`config.mk`:
```
export PLATFORM = sky130hd
export DESIGN_NAME = dp_exec_unit
export DESIGN_NICKNAME = d
export VERILOG_FILES = /design/src/rtl/dp_pkg.sv /design/src/rtl/dp_decode.sv /design/src/rtl/dp_alu.sv /design/src/rtl/dp_regfile.sv /design/src/rtl/dp_exec_unit.sv
export SDC_FILE = /design/constraint.sdc
export NUM_CORES = 2
export LEC_CHECK = 0
export ABC_AREA = 1
export BUFFER_PORTS_ARGS = -buffer_cell sky130_fd_sc_hd__buf_4
export CORE_MARGIN = 1
export CORE_UTILIZATION = 40
export DETAILED_ROUTE_END_ITERATION = 8
export MAX_ROUTING_LAYER = met4
export PLACE_DENSITY_LB_ADDON = 0.1
export RECOVER_POWER = 100
export SLEW_MARGIN = 30
export SYNTH_ARGS = -nofsm -noshare
export SYNTH_HDL_FRONTEND = slang
export SYNTH_HIERARCHICAL = 1
export SYNTH_SLANG_ARGS = --single-unit
```
`constraint.sdc`:
```
create_clock -name clk -period 9.1 [get_ports clk]
set_clock_uncertainty 0.2 [all_clocks]
set_input_delay 0 -clock clk [delete_from_list [all_inputs] [get_ports clk]]
set_output_delay 0 -clock clk [all_outputs]
set_load 0.005 [all_outputs]
```
`src/rtl/dp_pkg.sv`:
```
// Shared types for the data-processing execute unit.
// Assumes the fixed 32-bit word layout with 4-bit register fields.
package dp_pkg;
    localparam int REG_IDX_W = 4;

    typedef enum logic [3:0] {
        K_AND, K_EOR, K_SUB, K_RSB, K_ADD, K_ORR, K_MOV, K_MUL, K_BAD
    } kind_e;

    typedef struct packed {
        kind_e                 kind;
        logic [REG_IDX_W-1:0]  rd;
        logic [REG_IDX_W-1:0]  rn;
        logic [REG_IDX_W-1:0]  rm;
        logic [REG_IDX_W-1:0]  rs;
    } dec_t;
endpackage

```
`src/rtl/dp_decode.sv`:
```
// Instruction decoder: classifies the word and extracts register fields.
// Assumes a 32-bit word; multiply relocates the destination field.
module dp_decode
    import dp_pkg::*;
(
    input  logic [31:0] instr,
    output dec_t        dec
);
    localparam logic [3:0] COND_AL = 4'b1110;
    localparam logic [3:0] MUL_TAG = 4'b1001;

    logic [3:0] cond_f;
    logic [2:0] type_f;
    logic [3:0] opc_f;
    logic       is_mul;

    assign cond_f = instr[31:28];
    assign type_f = instr[27:25];
    assign opc_f  = instr[24:21];
    assign is_mul = (cond_f == COND_AL) && (type_f == 3'b000) &&
                    (opc_f == 4'b0000) && (instr[7:4] == MUL_TAG);

    // Pick operation kind and register numbers from the word.
    always_comb begin
        dec.rm = instr[3:0];
        dec.rs = instr[11:8];
        dec.rn = instr[19:16];
        dec.rd = instr[15:12];
        dec.kind = K_BAD;
        if (is_mul) begin
            dec.kind = K_MUL;
            dec.rd   = instr[19:16];
        end else if ((cond_f == COND_AL) && (type_f[2:1] == 2'b00)) begin
            unique case (opc_f)
                4'b0000: dec.kind = K_AND;
                4'b0001: dec.kind = K_EOR;
                4'b0010: dec.kind = K_SUB;
                4'b0011: dec.kind = K_RSB;
                4'b0100: dec.kind = K_ADD;
                4'b1100: dec.kind = K_ORR;
                4'b1101: dec.kind = K_MOV;
                default: dec.kind = K_BAD;
            endcase
        end
    end
endmodule

```
`src/rtl/dp_alu.sv`:
```
// Result datapath: logic, add/subtract, move and low-half multiply.
// Assumes operands already selected; arithmetic wraps at W bits.
module dp_alu
    import dp_pkg::*;
#(
    parameter int W = 32
) (
    input  kind_e        kind,
    input  logic [W-1:0] op1,
    input  logic [W-1:0] op2,
    input  logic [W-1:0] mul_a,
    input  logic [W-1:0] mul_b,
    output logic [W-1:0] res
);
    logic [W-1:0] prod;

    assign prod = mul_a * mul_b;

    // Select the result for the decoded operation.
    always_comb begin
        unique case (kind)
            K_AND:   res = op1 & op2;
            K_EOR:   res = op1 ^ op2;
            K_SUB:   res = op1 - op2;
            K_RSB:   res = op2 - op1;
            K_ADD:   res = op1 + op2;
            K_ORR:   res = op1 | op2;
            K_MOV:   res = op2;
            K_MUL:   res = prod;
            default: res = '0;
        endcase
    end
endmodule

```
`src/rtl/dp_regfile.sv`:
```
// Register file with three combinational read ports and one write port.
// Assumes synchronous active-low reset clearing every entry.
module dp_regfile #(
    parameter int W     = 32,
    parameter int NREGS = 16,
    localparam int AW   = $clog2(NREGS)
) (
    input  logic          clk,
    input  logic          rst_n,
    input  logic          we,
    input  logic [AW-1:0] waddr,
    input  logic [W-1:0]  wdata,
    input  logic [AW-1:0] ra0,
    input  logic [AW-1:0] ra1,
    input  logic [AW-1:0] ra2,
    output logic [W-1:0]  rd0,
    output logic [W-1:0]  rd1,
    output logic [W-1:0]  rd2
);
    logic [W-1:0] mem [NREGS];

    generate
        for (genvar g = 0; g < NREGS; g++) begin : g_ent
            // Clear on reset, else capture write data when addressed.
            always_ff @(posedge clk) begin
                if (!rst_n)
                    mem[g] <= '0;
                else if (we && (waddr == AW'(g)))
                    mem[g] <= wdata;
            end
        end
    endgenerate

    assign rd0 = mem[ra0];
    assign rd1 = mem[ra1];
    assign rd2 = mem[ra2];
endmodule

```
`src/rtl/dp_exec_unit.sv`:
```
// Top: decodes a data-processing word, reads sources, computes and writes back.
// Assumes op2_in is already shifted/rotated by an external unit.
module dp_exec_unit
    import dp_pkg::*;
#(
    parameter int W     = 32,
    parameter int NREGS = 16
) (
    input  logic          clk,
    input  logic          rst_n,
    input  logic          instr_vld,
    input  logic [31:0]   instr,
    input  logic [W-1:0]  op2_in,
    output logic [3:0]    rd_num,
    output logic          wr_en,
    output logic [W-1:0]  result,
    output logic          illegal
);
    dec_t         dec;
    logic [W-1:0] rn_val;
    logic [W-1:0] rm_val;
    logic [W-1:0] rs_val;
    logic [3:0]   rn_idx;

    dp_decode u_dec (
        .instr (instr),
        .dec   (dec)
    );

    assign rn_idx = dec.rn;

    dp_regfile #(.W(W), .NREGS(NREGS)) u_rf (
        .clk   (clk),
        .rst_n (rst_n),
        .we    (wr_en),
        .waddr (rd_num),
        .wdata (result),
        .ra0   (rn_idx),
        .ra1   (dec.rm),
        .ra2   (dec.rs),
        .rd0   (rn_val),
        .rd1   (rm_val),
        .rd2   (rs_val)
    );

    dp_alu #(.W(W)) u_alu (
        .kind  (dec.kind),
        .op1   (rn_val),
        .op2   (op2_in),
        .mul_a (rm_val),
        .mul_b (rs_val),
        .res   (result)
    );

    assign rd_num  = dec.rd;
    assign illegal = (dec.kind == K_BAD);
    assign wr_en   = instr_vld && !illegal;
endmodule

```
# After elaboration in Yosys (flattened, before gate mapping)
# Memory sizes are Yosys's and may differ from the RTL's.
# Index checks and enable logic that the tools add are counted.
# totals
reg_bits	0
latch_bits	0
ram_bits	512
mem_bits_ro	0
in_bits	67
out_inout_bits	38
wordCells	152
memories	1
# op_classes
n_addsub	3
mul	1
n_div	0
magnitude_cmp	0
n_eq_ne	31
n_shift	0
muxes	70
bitwise	19
n_reduce_logical	27
# mem_list
memory	depth	word_bits	read_ports	rd_ports_with_merged_regs	write_ports	line	rtl
u_rf.mem	16	32	3	0	16	dp_regfile.sv:20	logic [W-1:0] mem [NREGS];
# ops
cell	n
$mux W32	16
$pmux W32 S8	1
$sub A32 B32 Y32	2
$eq A4 B4 Y1 const B	13
$mux W1	49
$eq A4 B3 Y1 const B	9
$add A32 B32 Y32	1
$and A32 B32 Y32	1
$mul A32 B32 Y32	1
$or A32 B32 Y32	1
$xor A32 B32 Y32	1
$pmux W4 S7	1
$eq A4 B2 Y1 const B	6
$logic_and A1 B1 Y1	21
$or A1 B1 Y1	16
$eq A4 B1 Y1 const B	3
$logic_not A4 Y1	3
$mux W4	3
$logic_not A3 Y1	1
$logic_not A2 Y1	1
$logic_not A1 Y1	1

# Logic depth before layout (Yosys ltp)
# logic_depth
word_depth	13
depth_mapped	48
mapped_depth_nobuf	41

# By module
# Netlist, hierarchy kept.
# modules_own_cells
mod	n_inst	cells_per_inst	area_each_um2	seq_area_each_um2
dp_regfile	1	5014	34274.1	15374.7
dp_alu	1	3445	23447.5	0.0
dp_decode	1	66	392.9	0.0
dp_exec_unit	1	6	28.8	0.0

# Least setup slack after synthesis
# OpenSTA, ideal clock, no wires.
# synth_timing
path_kind	in2reg
from	input instr[8]
to	memory u_rf.mem[0][30], data pin
setup_ns	0.266
arrival_ns	7.555
required_time_ns	8.634
slack_ns	1.079
stages	37
n_path_buf	7
path_cell_list	buf_4 buf_2 buf_2 clkbuf_1 nand2_1 nand3_1 nand3_1 nand3_1 nand2_1 clkbuf_1 buf_1 nand2_1 fa_1 inv_1 fa_1 inv_1 fa_1 inv_1 fa_1 fa_1 inv_1 fa_1 inv_1 fa_1 fa_1 ha_1 inv_1 nor3_1 nand4_1 o2111a_1 nand2_1 nand2_1 nand3_1 nand4_1 inv_1 clkbuf_1 nor2_1
# synth_lines
element	line	rtl
from (decl)	dp_exec_unit.sv:12	input logic [31:0] instr,
to (decl)	dp_regfile.sv:20	

# Worst setup path after layout
# layout_timing
from	input instr[16]
to	output result[18]
# layout_via
elab_chain_len	3
word_cells_on_any_way	8
cone_classes	3 x add/sub; 1 x mux; 3 x bitwise; 1 x memory
# layout_rtl
element	line	rtl
$mem_v2 Z16 W32 *	--	
net rn_val[0]	dp_exec_unit.sv:20	logic [W-1:0] rn_val;
$add A32 B32 Y32, or another cell as far along	dp_alu.sv:26	K_ADD: res = op1 + op2;
$pmux W32 S8 *	dp_alu.sv:21	unique case (kind)
to (decl)	dp_exec_unit.sv:16	output logic [W-1:0] result,
# The timed path passes the listed nets; every way through them passes the cells marked *.

==> results.md <==
* Outcome: complete, but fails checks
* Failing checks: DRC, capacitance limit, slew limit
* Crit path max fanout at 140
* Commonest non-fill, non-tap cell in the layout: nand2_1
* Yosys reg bits at roughly 510
* RSZ-0062 raised after global routing: false
* Ys async rst share at 0%
* CP Depth at 21
* Rows at 139
* CP delay by family, top: buffers and inverters
* Vias/cell at 5.58
* Num Clock Sinks at 512
* Global placement routability congestion at 0.980
* Area Growth Syn to Fin at 9.49%
* Largest net degree at the start of global routing at approximately 140
* CP Launch Point: instr[16]
* Max Slew Vio Count at 632
* Crit-path slowest cell: inv_1
* Total CTS buffers at 61
* GRT Residual Overflow at 0
* Average routed wire per standard cell at about 24 um
* CP Cell Sequence: clkbuf_8 > inv_1 > buf_12 > nand2_1 > nand3_1 > nand3_1 > nand3_1 > nand2_1 > ha_1 > fa_1 > nor2_1 > o21ai_0 > and2_0 > inv_1 > a21oi_1 > o21bai_1 > a21boi_0 > or2_1 > nand3_1 > nand4_1 > clkbuf_4
* Final Cycle Share at 96.4%
* Cell area after synthesis at 58100 um2
* Nets at 9195
* # fillers at around 15000
* Clock transition at path regs at 0.06 ns
* CTS Root Cell: clkbuf_16
* Post-Syn Area per Cell at ~6.8 um2
* Cell variety after synth at 68
* Final worst slack at 0.328 ns
* Number of flip-flops in the largest register at between 500 and 600
* Die height at 383 um
* Setup crit start kind: primary input
* Pre-antenna DRT Iters at 9
* Buf/Inv on CP at 5
* Synth top area share at 26.4%
* Max_slew headroom at -219%
* Min-Delay Path Class: in -> reg
* Crit path to: result[18]
* Clock latency on the worst-skew pair at 0.67 ns
* Most frequent CP cell: nand3_1
* Clock H-tree levels at 2
* Fmax at approximately 0.11 GHz
* Endpoints failing hold at 0
* Sequential element share of the synthesized area at 26.4%
* Crit path DAT at 8.57 ns
* Violation count after the first detailed-route iteration at 7347
* PortBufs at between 100 and 150
* Worst r2r src: u_rf/mem[7][4]$_SDFFCE_PN0P_
* CTS tree: yes
* Number of synthesized flops with an enable pin at between 500 and 600
* Crit path kind: in -> out
* Final setup fails at 0
* Synth warnings at 6
* Tot GR Track Use at 34.9%
* Initial antenna violation count at 7
* Placed Area at about 62000 um2
* Setup tns final at 0 ns
* DP HPWL at 170 mm
* First-pass GRT wire length at between 300 and 400 mm
* WHS Path Cells at 6
* Via count of the first global-routing pass at 55000
* Final Cell Area at 63700 um2
* Synth top area cells: edfxtp_1, nand2_1, fa_1
* Syn nets at 9257
* Post-DRT Antenna Nets at 0
* Dpl ws at -0.0659 ns
* Detailed-route via count at 58100
* Reg with most FFs: u_rf/mem
* # DRC at 1
* Worst-Margin Slew at 4.79 ns
* Max incr delay on CP at 3.43 ns
* Share of cells above drive strength 1 at 6.43%
* Most frequent cells in the layout: nand2_1, inv_1, nand3_1
* Bufs on Longest Clock Path at 3
* Die ar. at 147000 um2
* Worst Path Required at approximately 8.9 ns
* Worst Reg2Reg Path Length in Cells at 32
* Max Cap Viol at 26
* Post-synth top flop: edfxtp_1
* FF-to-FF setup slack at 0.44 ns
* Regs by FF count: u_rf/mem (512)
* Routed WL at 254 mm
* Worst reg2reg path endpoint: u_rf/mem[3][14]$_SDFFCE_PN0P_
* Synth Instances at 8531
* Cell taking the most area after synthesis: edfxtp_1
* Final min period at between 8 and 9 ns
* Core ar. at 144000 um2
* Critical Path Sink Type: primary output
* Starting Density at 40.4%
* Die width at between 300 and 400 um
* Boundary pin count at 105
* Fin Hold WS at 0.0968 ns
layer usage:
| layer | wire (um) | global-route usage (%) | share of wire, % |
|---|---|---|---|
| met4 | 11500 | 13.5 | 4.5 |
| met3 | 26400 | 5.61 | 10 |
| met5 | 0 | - | 0 |
| met2 | 110000 | 51.8 | 43 |
| met1 | 106000 | 47.5 | 42 |
timing repair:
| action | CTS | global route |
|---|---|---|
| setup endpoints to repair | 0 | 18 |
| hold endpoints to repair | 64 | 0 |
| buffers inserted | 0 | 1 |
| hold buffers | 3 | 0 |
| gates resized for setup | 0 | 8 |
cell type report:
| class | count | area [um2] | share of cell area, % |
|---|---|---|---|
| tap | 1903 | 2380 | 3.74 |
| sequential | 512 | 15400 | 24.2 |
| clock inverter | 40 | 422 | 0.662 |
| multi-input combinational | 5951 | 34700 | 54.5 |
| antenna | 3 | 7.51 | 0.0118 |
| clock buffer | 75 | 1620 | 2.55 |
| inverter | 1533 | 5780 | 9.08 |
| timing repair buffer | 410 | 3360 | 5.28 |
synth_stat cells, types with 9 or more instances:
cell          n
a21o_1       17
a21oi_1     122
a221oi_1     27
a31oi_1       9
buf_1       102
buf_2       151
buf_4        16
buf_6        12
clkbuf_1    253
edfxtp_1    512
fa_1        410
ha_1        249
inv_1      1508
inv_2        20
nand2_1    2573
nand3_1    1492
nand3b_1     15
nand4_1      43
nor2_1      654
nor3_1       24
o2111ai_1    10
o21ai_0     104
o21ai_1      15
o21bai_1     16
o22ai_1      29
or2_2        11
xor2_1       40
logic make-up after synthesis:
logic type               share of synthesized area, %
AND/OR/NAND/NOR                                  35.6
buffers and inverters                            13.9
adder cells (fa/ha/maj)                          19.5
flip-flops                                       26.4
AO/OA/AOI/OAI                                    3.91
XOR/XNOR                                        0.678
metrics by stage:
| step | instances | utilization [%] |
|---|---|---|
| after global placement | 10300 | 43.1 |
| after CTS | 10400 | 44.6 |
| after floorplan | 8531 | - |
| after global routing | 10400 | 44.2 |
| after detailed placement | 10300 | 43.2 |
| final | 10400 | 44.2 |
how the worst min path moves through the flow:
stage                     from                       endpoint  slack (ns)
floorplan            instr_vld                          wr_en       -0.10
global placement     instr[13]                      rd_num[1]        0.19
detailed placement   instr[12]                      rd_num[0]        0.19
CTS                 op2_in[25]  u_rf/mem[3][25]$_SDFFCE_PN0P_      0.0002
global route         instr[13]   u_rf/mem[1][1]$_SDFFCE_PN0P_        0.11
finish               instr[13]   u_rf/mem[1][3]$_SDFFCE_PN0P_         0.1
worst min-delay path, delay by kind of cell:
| family | cells | cell delay (ns) |
|---|---|---|
| simple gates | 5 | 0.68 |
| buf+inv | 1 | 0.08 |
Power is left out: the tool's default activity adds up to more than one toggle a clock period on the data nets, which glitch-free logic cannot reach.
